### src/rtl/rms_pwm_pkg.sv
package rms_pwm_pkg;
  // Strobes from the sample sequencer to the energy datapath
  typedef struct packed {
    logic accAdd;   // a valid sample is present this cycle
    logic blkEnd;   // this sample completes the current block
  } rmsCtrl_t;
endpackage

### src/rtl/rms_pwm_ctrl.sv
module rms_pwm_ctrl
  import rms_pwm_pkg::*;
#(
  parameter int BLK_LOG2 = 8
) (
  input  logic     clk,
  input  logic     rst,
  input  logic     sampleValid,
  output rmsCtrl_t ctrl
);
  localparam int CNT_W = (BLK_LOG2 > 0) ? BLK_LOG2 : 1;
  localparam logic [CNT_W-1:0] LAST_IDX = CNT_W'((1 << BLK_LOG2) - 1);

  logic [CNT_W-1:0] sampleCnt;

  always_ff @(posedge clk) begin
    if (rst) begin
      sampleCnt <= '0;
    end else if (sampleValid) begin
      sampleCnt <= (sampleCnt == LAST_IDX) ? '0 : sampleCnt + 1'b1;
    end
  end

  always_comb begin
    ctrl.accAdd = sampleValid;
    ctrl.blkEnd = sampleValid && (sampleCnt == LAST_IDX);
  end
endmodule

### src/rtl/rms_pwm_datapath.sv
module rms_pwm_datapath
  import rms_pwm_pkg::*;
#(
  parameter int SAMPLE_W   = 32,
  parameter int ACC_W      = 64,
  parameter int BLK_LOG2   = 8,
  parameter int ROOT_SHIFT = 1,
  parameter int OUT_SHIFT  = 8,
  parameter int DUTY_W     = 16
) (
  input  logic                       clk,
  input  logic                       rst,
  input  rmsCtrl_t                   ctrl,
  input  logic signed [SAMPLE_W-1:0] sampleIn,
  output logic        [DUTY_W-1:0]   dutyOut
);
  localparam int PROD_W      = 2 * SAMPLE_W;
  localparam int SHIFT_TOTAL = BLK_LOG2 + ROOT_SHIFT + OUT_SHIFT;

  logic signed [PROD_W-1:0] sqFull;
  logic        [ACC_W-1:0]  sqExt;
  logic        [ACC_W-1:0]  accSum;
  logic        [ACC_W-1:0]  nextSum;
  logic        [ACC_W-1:0]  scaled;
  logic        [DUTY_W-1:0] dutyNext;

  assign sqFull = sampleIn * sampleIn;

  // The accumulator width picks how the square is fitted into it
  generate
    if (ACC_W >= PROD_W) begin : g_wideAcc
      assign sqExt = ACC_W'($unsigned(sqFull));
    end else begin : g_narrowAcc
      assign sqExt = sqFull[ACC_W-1:0];
    end
  endgenerate

  assign nextSum  = accSum + sqExt;
  assign scaled   = nextSum >> SHIFT_TOTAL;
  assign dutyNext = scaled[DUTY_W-1:0];

  always_ff @(posedge clk) begin
    if (rst) begin
      accSum  <= '0;
      dutyOut <= '0;
    end else if (ctrl.accAdd) begin
      if (ctrl.blkEnd) begin
        accSum  <= '0;
        dutyOut <= dutyNext;
      end else begin
        accSum  <= nextSum;
      end
    end
  end
endmodule

### src/rtl/rms_pwm_gen.sv
module rms_pwm_gen #(
  parameter int DUTY_W = 16
) (
  input  logic              clk,
  input  logic              rst,
  input  logic [DUTY_W-1:0] dutyIn,
  output logic [DUTY_W-1:0] pwmCnt,
  output logic [DUTY_W-1:0] activeDuty,
  output logic              pwmOut
);
  localparam logic [DUTY_W-1:0] CNT_TOP = '1;

  always_ff @(posedge clk) begin
    if (rst) begin
      pwmCnt     <= '0;
      activeDuty <= '0;
    end else begin
      pwmCnt <= pwmCnt + 1'b1;
      if (pwmCnt == CNT_TOP) begin
        activeDuty <= dutyIn;
      end
    end
  end

  assign pwmOut = (pwmCnt < activeDuty);
endmodule

### src/rtl/rms_pwm_level.sv
module rms_pwm_level
  import rms_pwm_pkg::*;
#(
  parameter int SAMPLE_W   = 32,
  parameter int ACC_W      = 64,
  parameter int BLK_LOG2   = 8,
  parameter int ROOT_SHIFT = 1,
  parameter int OUT_SHIFT  = 8,
  parameter int DUTY_W     = 16
) (
  input  logic                       clk,
  input  logic                       rst,
  input  logic signed [SAMPLE_W-1:0] sampleIn,
  input  logic                       sampleValid,
  output logic        [DUTY_W-1:0]   dutyOut,
  output logic                       pwmOut
);
  rmsCtrl_t          ctrlBus;
  logic [DUTY_W-1:0] pwmCnt;
  logic [DUTY_W-1:0] activeDuty;

  rms_pwm_ctrl #(.BLK_LOG2(BLK_LOG2)) u_ctrl (
    .clk(clk), .rst(rst), .sampleValid(sampleValid), .ctrl(ctrlBus)
  );

  rms_pwm_datapath #(
    .SAMPLE_W(SAMPLE_W), .ACC_W(ACC_W), .BLK_LOG2(BLK_LOG2),
    .ROOT_SHIFT(ROOT_SHIFT), .OUT_SHIFT(OUT_SHIFT), .DUTY_W(DUTY_W)
  ) u_dp (
    .clk(clk), .rst(rst), .ctrl(ctrlBus), .sampleIn(sampleIn), .dutyOut(dutyOut)
  );

  rms_pwm_gen #(.DUTY_W(DUTY_W)) u_pwm (
    .clk(clk), .rst(rst), .dutyIn(dutyOut),
    .pwmCnt(pwmCnt), .activeDuty(activeDuty), .pwmOut(pwmOut)
  );
endmodule

### config.mk
export PLATFORM = sky130hd
export DESIGN_NAME = rms_pwm_level
export DESIGN_NICKNAME = d
export VERILOG_FILES = /design/src/rtl/rms_pwm_pkg.sv /design/src/rtl/rms_pwm_ctrl.sv /design/src/rtl/rms_pwm_datapath.sv /design/src/rtl/rms_pwm_gen.sv /design/src/rtl/rms_pwm_level.sv
export SDC_FILE = /design/constraint.sdc
export NUM_CORES = 1
export LEC_CHECK = 0
export ABC_AREA = 1
export BUFFER_PORTS_ARGS = -buffer_cell sky130_fd_sc_hd__buf_2
export CELL_PAD_IN_SITES_DETAIL_PLACEMENT = 1
export CELL_PAD_IN_SITES_GLOBAL_PLACEMENT = 1
export CORE_AREA = 2 2 199 201
export DETAILED_ROUTE_END_ITERATION = 16
export DIE_AREA = 0 0 201 203
export GPL_TIMING_DRIVEN = 1
export PLACE_DENSITY = 0.94
export SETUP_SLACK_MARGIN = 0.15
export SYNTH_ARGS = -nofsm -noshare
export SYNTH_HDL_FRONTEND = slang
export SYNTH_SLANG_ARGS = --single-unit
export TNS_END_PERCENT = 5
### constraint.sdc
create_clock -name clk -period 21.6 [get_ports clk]
set_input_delay 2.16 -clock clk [delete_from_list [all_inputs] [get_ports clk]]
set_output_delay 2.16 -clock clk [all_outputs]
set_load 0.05 [all_outputs]
# Word level (Yosys, flattened, before mapping)
# Index checks and enable logic that the tools add are counted.
# totals
regBits	120
in_bits	35
out_inout_bits	17
wordCells	16
# classes
n_addsub	3
n_mul	1
order_cmp	1
n_eq_ne	2
n_mux	2
n_reduce_logical	2
# ops
op	n
$add 64x64->64	1
$mul 32x32->64	1
$mux 64	1
$add 16x1->16 const B	1
$eq 16x16->1 const B	1
$lt 16x16->1	1
$add 8x1->8 const B	1
$eq 8x8->1 const B	1
$mux 8	1
$reduce_and 2->1	1
$logic_and 1x1->1	1

# Logic depth before layout (Yosys ltp)
# Gate-level depths: netlist of the first run.
# logic_depth
depth_word	3
mapped_depth	39
depth_no_buf	37

# Hierarchy
# From an unflattened synthesis of the first run, not the netlist that was laid out.
# unflattened
hier_cells	2649
area_unflattened_um2	20758.7
# modules_own_cells
module	instances	cells_per_inst	area_per_inst_um2	seq_area_each_um2
rms_pwm_datapath	1	2351	18664.2	980.9
rms_pwm_gen	1	246	1720.4	640.6
rms_pwm_ctrl	1	52	374.1	160.2

# Worst setup path before layout of the first run
# Ideal clock, no wire load.
# synth_timing
path_kind	input-to-reg
startpoint	in sampleIn[12]
endpoint	reg u_dp.dutyOut[14]
setup_ns	0.127
arrival_time_ns	8.371
required_time_ns	21.473
slack_ns	13.102
cell_stages	25
path_buffers	2
path_cell_list	clkbuf_1 -> buf_1 -> nand2_1 -> fa_1 -> inv_1 -> fa_1 -> fa_1 -> inv_1 -> fa_1 -> fa_1 -> fa_1 -> inv_1 -> fa_1 -> inv_1 -> fa_1 -> inv_1 -> ha_1 -> a21oi_1 -> o21ai_0 -> a21oi_1 -> o2111a_1 -> o21ai_0 -> or2_2 -> nand3_1 -> o21ai_0
# synth_via
elab_chain_len	2
# synth_lines
item	line	text
start, declared	rms_pwm_level.sv:13	input logic signed [SAMPLE_W-1:0] sampleIn,
$mul 32x32->64	rms_pwm_datapath.sv:27	assign sqFull = sampleIn * sampleIn;
$add 64x64->64	rms_pwm_datapath.sv:38	assign nextSum = accSum + sqExt;
end signal, assigned	rms_pwm_datapath.sv:49	dutyOut <= dutyNext;
end, declared	rms_pwm_datapath.sv:15	output logic [DUTY_W-1:0] dutyOut
# No other way between the ends.
# A chain may end at the register's enable or synchronous reset.

# Worst setup path in the final report of the first run
# layout_timing
startpoint	in sampleIn[7]
endpoint	reg u_dp.accSum[27]
# layout_via
elab_chain_len	3
# layout_lines
item	line	text
$mul 32x32->64	rms_pwm_datapath.sv:27	
$add 64x64->64	rms_pwm_datapath.sv:38	
$mux 64	rms_pwm_datapath.sv:47	if (ctrl.blkEnd) begin
end signal, assigned	rms_pwm_datapath.sv:51	accSum <= nextSum;
end, declared	rms_pwm_datapath.sv:22	logic [ACC_W-1:0] accSum;
# No other way between the ends.

==> results.sh, run 1 <==
export IMPL_result_of_the_run="finished clean"
export IMPL_finalHoldViolations=0
export IMPL_drt_antenna_violating_nets=0
export IMPL_hold_path_startpoint="u_dp.accSum[23]"
export IMPL_worstHoldPathType="flip-flop to flip-flop"
export IMPL_cp_startpoint="sampleIn[7]"
export IMPL_drt_initial_drc_count=971
export IMPL_layout_cell_area_non_filler_um2=21500
export IMPL_post_route_drc_count=0
export IMPL_ctsHoldBuffers=0
export IMPL_wl_per_cell_um=21.8
export IMPL_cell_count_final_fillers_out=3098
export IMPL_finalSetupViolations=0
export IMPL_final_common_cell="sky130_fd_sc_hd__inv_1"
export IMPL_cpLargestDelayFamily="adder cells"
export IMPL_num_nets_final=3220
export IMPL_synthMuxAreaShare_pct=0
export IMPL_detail_route_vias_per_cell=5.48
export IMPL_synth_simple_gate_area_share_pct=14.4
export IMPL_antenna_cells_inserted=0
export IMPL_drtPass1Iterations=5
export IMPL_synthXorXnorAreaFrac_pct=1.53
export IMPL_fin_crit_sh_pct=43.8
export IMPL_timing_worst_setup_path_type="input port to flip-flop"
export IMPL_placed_area_um2=21200
export IMPL_worst_case_clock_skew_ns=0.00604
export IMPL_cts_htree_levels=3
export IMPL_place_detailed_instances=3082
export IMPL_cts_root_to_sink_buffers=2
export IMPL_synth_compound_gate_area_share_pct=5.39
export IMPL_path_common_cell="sky130_fd_sc_hd__fa_1"
export IMPL_synth_cell_types=44
export IMPL_synth_ff_latch_count=89
export IMPL_cts_setup_buffers=0
export IMPL_timing_final_crit_period_ns=9.46
export IMPL_pin_count_of_the_biggest_net_entering_global_routing=42
export IMPL_fin_setup_tns_ns=0
export IMPL_globalRouteTotalUtil_pct=34.6
export IMPL_synth_top_family_by_area="adder cells"
export IMPL_synthesis_yosys_warnings=0
export IMPL_critical_path_n_buffers_inverters=6
export IMPL_area_growth_synth_to_final_pct=4.45
export IMPL_place_gp_congestion=0.903
export IMPL_drt_total_wl_mm=67.7
export IMPL_cts_root_buffer="sky130_fd_sc_hd__clkbuf_16"
export IMPL_post_synth_fa_ha_maj_area_fraction_pct=52.7
export IMPL_cp_end_kind="flip-flop"
export IMPL_worstMarginPinSlew_ns=1.03
export IMPL_io_buffer_count=51
export IMPL_postSynth_topFlopCell="sky130_fd_sc_hd__dfxtp_1"
export IMPL_antenna_violations_before_repair=0
export IMPL_timing_final_max_slew_violations=0
export IMPL_synth_edff_count=0
export IMPL_cp_arrival_ns=9.74
export IMPL_floorplan_initialDensity_pct=53.5
export IMPL_post_route_cells_drive_above_1_share_pct=4.42
export IMPL_syn_mean_instance_area_um2=7.97
export IMPL_vias=17000
export IMPL_synth_seq_area_share_pct=8.65
export IMPL_relSlewSlack_pct=31.0
export IMPL_critical_path_max_stage_delay_ns=0.65
export IMPL_startpoint_type="input port"
export IMPL_clock_latency_ns=0.36
export IMPL_ioPinCount=52
export IMPL_dieHeight_um=203
export IMPL_hpwl_after_detailed_placement_mm=57.8
export IMPL_tritoncts="done"
export IMPL_synth_nets=3229
export IMPL_grt_setup_unrepaired="false"
export IMPL_first_pass_grt_wire_length_mm=108
export IMPL_max_cap_viol=0
export IMPL_dieArea_um2=40800
export IMPL_clock_fmax_mhz=106
export IMPL_grt_overflow=0
export IMPL_first_global_vias=20700
export IMPL_worstPathRequired_ns=21.88
export IMPL_cts_resized=0
export IMPL_coreArea_um2=38500
export IMPL_final_fill_count=4787
export IMPL_worst_setup_hold_path_clk_slew_ns=0.07
export IMPL_r2r_start="u_dp.accSum[20]"
export IMPL_master_of_the_slowest_instance_on_the_critical_path="sky130_fd_sc_hd__fa_1"
export IMPL_clkSinkCount=89
export IMPL_syn_cell_area_um2=20600
export IMPL_num_rows=72
export IMPL_worst_path_max_fanout=27
export IMPL_final_cell_mix="sky130_fd_sc_hd__inv_1 (868), sky130_fd_sc_hd__nand2_1 (502), sky130_fd_sc_hd__fa_1 (429)"
export IMPL_cts_buffers_inserted=9
export IMPL_floorplan_die_width_um=201
export IMPL_postSynthCellCount=2584
export IMPL_synthArstFlopShare_pct=0
export IMPL_fin_util_pct=55.9
[stage by stage]
step,setup slack [ns],hold slack [ns]
2_1_floorplan,13.10,0.430
3_3_place_gp,12.31,0.444
3_5_place_dp,11.98,0.462
4_1_cts,12.29,0.473
5_1_grt,11.88,0.498
6_report,12.14,0.477
[Yosys cell counts (2+ instances only)]
library cell	count	area share, %
sky130_fd_sc_hd__o32ai_1	3	0.13
sky130_fd_sc_hd__a31o_2	2	0.085
sky130_fd_sc_hd__o211ai_1	2	0.073
sky130_fd_sc_hd__buf_2	12	0.29
sky130_fd_sc_hd__nor2_4	2	0.11
sky130_fd_sc_hd__a21o_1	5	0.18
sky130_fd_sc_hd__clkbuf_1	49	0.89
sky130_fd_sc_hd__ha_1	181	11
sky130_fd_sc_hd__o21a_1	3	0.11
sky130_fd_sc_hd__xor2_1	20	0.85
sky130_fd_sc_hd__a21oi_2	12	0.51
sky130_fd_sc_hd__a221oi_1	2	0.085
sky130_fd_sc_hd__buf_1	10	0.18
sky130_fd_sc_hd__o21ai_1	14	0.34
sky130_fd_sc_hd__a211oi_1	3	0.11
sky130_fd_sc_hd__nand4_1	12	0.36
sky130_fd_sc_hd__inv_1	868	16
sky130_fd_sc_hd__o31ai_1	2	0.073
sky130_fd_sc_hd__o21bai_1	5	0.18
sky130_fd_sc_hd__nand3_1	84	2.0
sky130_fd_sc_hd__nand2_2	3	0.091
sky130_fd_sc_hd__a21boi_0	2	0.073
sky130_fd_sc_hd__dfxtp_1	89	8.7
sky130_fd_sc_hd__or2_2	22	0.67
sky130_fd_sc_hd__xnor2_1	16	0.68
sky130_fd_sc_hd__o21ai_0	53	1.3
sky130_fd_sc_hd__nand3b_1	7	0.26
sky130_fd_sc_hd__nand2_1	502	9.1
sky130_fd_sc_hd__nor3_1	6	0.15
sky130_fd_sc_hd__buf_6	2	0.11
sky130_fd_sc_hd__fa_1	429	42
sky130_fd_sc_hd__a21oi_1	85	2.1
sky130_fd_sc_hd__nor2_1	66	1.2
[per-layer routing]
metal  wire (um)  vias to the layer above  global-route usage [%]
met5           0                        -                       0
met4        4810                        0                    21.7
met3        3730                      310                    4.65
met2       35500                      717                    64.0
met1       23600                     8577                    37.4
li1            -                     7363                       -
[registers in the layout (all words and copies together), names as in the netlist]
| register | cells |
|---|---|
| u_ctrl.sampleCnt | 8 |
| u_dp.dutyOut | 16 |
| u_pwm.pwmCnt | 16 |
| u_pwm.activeDuty | 16 |
| u_dp.accSum | 33 |
[worst min-delay path: cells and delay by family (launching register included)]
| kind | cells | cell delay [ns] |
|---|---|---|
| simple gates | 1 | 0.06 |
| compound gates | 1 | 0.06 |
| flops | 1 | 0.31 |
[path summary, 6_finish.rpt]
| check | to | slack, ns | depth (start not counted) |
|---|---|---|---|
| worst min-delay path | u_dp.accSum[23] | 0.48 | 2 |
| worst max register to register | u_dp.accSum[27] | 14.38 | 24 |
| worst min register to register | u_dp.accSum[23] | 0.48 | 2 |
| worst max-delay path | u_dp.accSum[27] | 12.14 | 25 |
[cell families (layout without fill, tap and decap cells)]
kind of cell               after synthesis  after routing
buffers and inverters                  943            939
DFF                                     89             89
adders and majority gates              610            610
and+or+nand+nor                        711            711
xor gates and xnor gates                36             36
AOI/OAI and AO/OA                      195            195
[cell type report]
class	count	area (um2)	area share (%)
multi-input combinational	1552	15200	70.9
sequential	89	1780	8.28
clock inverter	4	52.6	0.244
tap	518	648	3.01
timing repair buffer	54	278	1.29
clock buffer	12	246	1.15
inverter	869	3260	15.2
Power of run 1 is left out: the tool's default activity adds up to more than one toggle a clock period on the data nets, which glitch-free logic cannot reach.
==> run 2, diff against run 1 <==
--- a/config.mk
+++ b/config.mk
@@ -9,11 +9,11 @@
 export BUFFER_PORTS_ARGS = -buffer_cell sky130_fd_sc_hd__buf_2
 export CELL_PAD_IN_SITES_DETAIL_PLACEMENT = 1
 export CELL_PAD_IN_SITES_GLOBAL_PLACEMENT = 1
-export CORE_AREA = 2 2 199 201
+export CORE_AREA = 2 2 206 208
 export DETAILED_ROUTE_END_ITERATION = 16
-export DIE_AREA = 0 0 201 203
+export DIE_AREA = 0 0 208 210
 export GPL_TIMING_DRIVEN = 1
-export PLACE_DENSITY = 0.94
+export PLACE_DENSITY = 0.89
 export SETUP_SLACK_MARGIN = 0.15
 export SYNTH_ARGS = -nofsm -noshare
 export SYNTH_HDL_FRONTEND = slang
==> constraint.sdc (replaced) <==
create_clock -name clk -period 9.1 [get_ports clk]
set_input_delay 0.91 -clock clk [delete_from_list [all_inputs] [get_ports clk]]
set_output_delay 0.91 -clock clk [all_outputs]
set_load 0.05 [all_outputs]
==> run 2 against run 1 <==
Net effect: clock skew is 0.0029 ns higher; highest routed layer unchanged; register-to-register slack lost 12 ns; final cell count rose by 0.81%; utilization decreased by 3.9 points; critical endpoint unchanged.
==> results.sh, run 2 (same netlist as run 1, synthesis figures left out) <==
export IMPL_cp_end_kind="flip-flop"
export IMPL_finalSetupViolations=0
export IMPL_io_buffer_count=51
export IMPL_worst_path_max_fanout=33
export IMPL_first_pass_grt_wire_length_mm=102
export IMPL_clkSinkCount=89
export IMPL_dieHeight_um=210
export IMPL_dieArea_um2=43700
export IMPL_largest_reg_flops=33
export IMPL_cp_arrival_ns=8.40
export IMPL_cts_htree_levels=3
export IMPL_post_route_drc_count=0
export IMPL_worst_case_clock_skew_ns=0.00895
export IMPL_floorplan_initialDensity_pct=49.7
export IMPL_detail_route_wirelength_met1_mm=23.5
export IMPL_result_of_the_run="finished clean"
export IMPL_drt_total_wl_mm=63.5
export IMPL_startpoint_type="input port"
export IMPL_tritoncts="done"
export IMPL_max_cap_viol=0
export IMPL_clock_latency_ns=0.35
export IMPL_pin_count_of_the_biggest_net_entering_global_routing=42
export IMPL_first_global_vias=19700
export IMPL_detail_route_vias_per_cell=5.30
export IMPL_coreArea_um2=41500
export IMPL_finalHoldViolations=0
export IMPL_num_rows=75
export IMPL_timing_worst_setup_path_type="input port to flip-flop"
export IMPL_final_common_cell="sky130_fd_sc_hd__inv_1"
export IMPL_ctsHoldBuffers=0
export IMPL_drt_initial_drc_count=833
export IMPL_highest_signal_layer="met4"
export IMPL_clock_fmax_mhz=123
export IMPL_worstHoldPathType="flip-flop to flip-flop"
export IMPL_drtPass1Iterations=7
export IMPL_relSlewSlack_pct=31.2
export IMPL_timing_final_crit_period_ns=8.12
export IMPL_globalRouteTotalUtil_pct=30.2
export IMPL_hpwl_after_detailed_placement_mm=54.2
export IMPL_ioPinCount=52
export IMPL_wl_met2_mm=32.6
export IMPL_antenna_violations_before_repair=1
export IMPL_grt_setup_unrepaired="false"
export IMPL_num_nets_final=3223
export IMPL_worstMarginPinSlew_ns=1.03
export IMPL_wl_per_cell_um=20.3
export IMPL_fin_crit_sh_pct=89.2
export IMPL_worstPathRequired_ns=9.38
export IMPL_cts_root_buffer="sky130_fd_sc_hd__clkbuf_16"
export IMPL_worst_setup_hold_path_clk_slew_ns=0.07
export IMPL_floorplan_die_width_um=208
export IMPL_drt_antenna_violating_nets=0
export IMPL_final_cell_mix="sky130_fd_sc_hd__inv_1 (868), sky130_fd_sc_hd__nand2_1 (502), sky130_fd_sc_hd__fa_1 (429)"
export IMPL_post_route_cells_drive_above_1_share_pct=4.57
export IMPL_vias=16600
export IMPL_area_growth_synth_to_final_pct=4.83
export IMPL_cts_root_to_sink_buffers=2
export IMPL_fin_setup_tns_ns=0
export IMPL_timing_final_max_slew_violations=0
export IMPL_place_gp_congestion=0.895
export IMPL_cts_buffers_inserted=9
export IMPL_most_flops_register="u_dp.accSum"
export IMPL_met3_length_mm=2.95
export IMPL_cts_setup_buffers=0
export IMPL_grt_overflow=0
export IMPL_cts_resized=0
==> run 2: cell types whose count changed in the layout (fill, tap and decap cells not counted), sizes merged <==
cell      before  now
diode          0    1
clkinv         1    2
clkbuf        12   10
clkinvlp       3    0
inv          868  871
buf           54   57
bufinv         1    2
==> run 2: worst max-delay path: stages <==
cell,delay (ns)
sky130_fd_sc_hd__buf_2,0.61
sky130_fd_sc_hd__nand2_1,0.24
sky130_fd_sc_hd__fa_1,0.57
sky130_fd_sc_hd__inv_1,0.07
sky130_fd_sc_hd__fa_1,0.54
sky130_fd_sc_hd__inv_1,0.06
sky130_fd_sc_hd__fa_1,0.49
sky130_fd_sc_hd__fa_1,0.55
sky130_fd_sc_hd__inv_1,0.05
sky130_fd_sc_hd__fa_1,0.49
sky130_fd_sc_hd__fa_1,0.51
sky130_fd_sc_hd__fa_1,0.51
sky130_fd_sc_hd__inv_1,0.06
sky130_fd_sc_hd__fa_1,0.48
sky130_fd_sc_hd__inv_1,0.05
sky130_fd_sc_hd__ha_1,0.35
sky130_fd_sc_hd__a21oi_1,0.25
sky130_fd_sc_hd__o21ai_0,0.27
sky130_fd_sc_hd__a21oi_1,0.24
sky130_fd_sc_hd__nand3_1,0.27
sky130_fd_sc_hd__a21o_1,0.26
sky130_fd_sc_hd__a21oi_1,0.17
sky130_fd_sc_hd__xnor2_1,0.17
sky130_fd_sc_hd__nand2_1,0.08
sky130_fd_sc_hd__a21oi_1,0.13
==> run 2: cell type report <==
type / count / area (um2)
Fill cell: 5165 / 19900
Tap cell: 539 / 674
Sequential cell: 89 / 1780
Clock buffer: 10 / 229
Timing Repair Buffer: 57 / 300
Clock inverter: 6 / 97.6
Inverter: 869 / 3260
Antenna cell: 1 / 2.50
Multi-Input combinational cell: 1552 / 15200
==> run 2: worst paths after layout <==
check | start | end | slack [ns] | cells after the start
worst max-delay path | sampleIn[0] | u_dp.accSum[27] | 0.98 | 25
worst min register to register | u_pwm.pwmCnt[0] | u_pwm.pwmCnt[0] | 0.47 | 1
worst max register to register | u_dp.accSum[20] | u_dp.accSum[27] | 2.03 | 24
worst min-delay path | u_pwm.pwmCnt[0] | u_pwm.pwmCnt[0] | 0.47 | 1
==> run 2: per-layer routing <==
metal / track usage [%] / vias up
met3: 3.78 / 252
met1: 34.2 / 8393
li1: - / 7363
met2: 54.4 / 550
met4: 18.9 / 0
met5: 0 / -
==> run 2: metrics by stage <==
stage / std cells / cell area [um2] / setup slack (ns) / hold WS (ns) / utilization (%)
6_report: 3123 / 21600 / 0.980 / 0.467 / 52.1
3_3_place_gp: 3106 / 21300 / 0.860 / 0.442 / 51.3
3_5_place_dp: 3106 / 21300 / 0.752 / 0.458 / 51.3
5_1_grt: 3122 / 21600 / 0.764 / 0.487 / 52.1
2_1_floorplan: 2584 / 20600 / 1.85 / 0.430 / -
4_1_cts: 3122 / 21600 / 1.10 / 0.476 / 52.1
Power of run 2 is left out for the same reason.
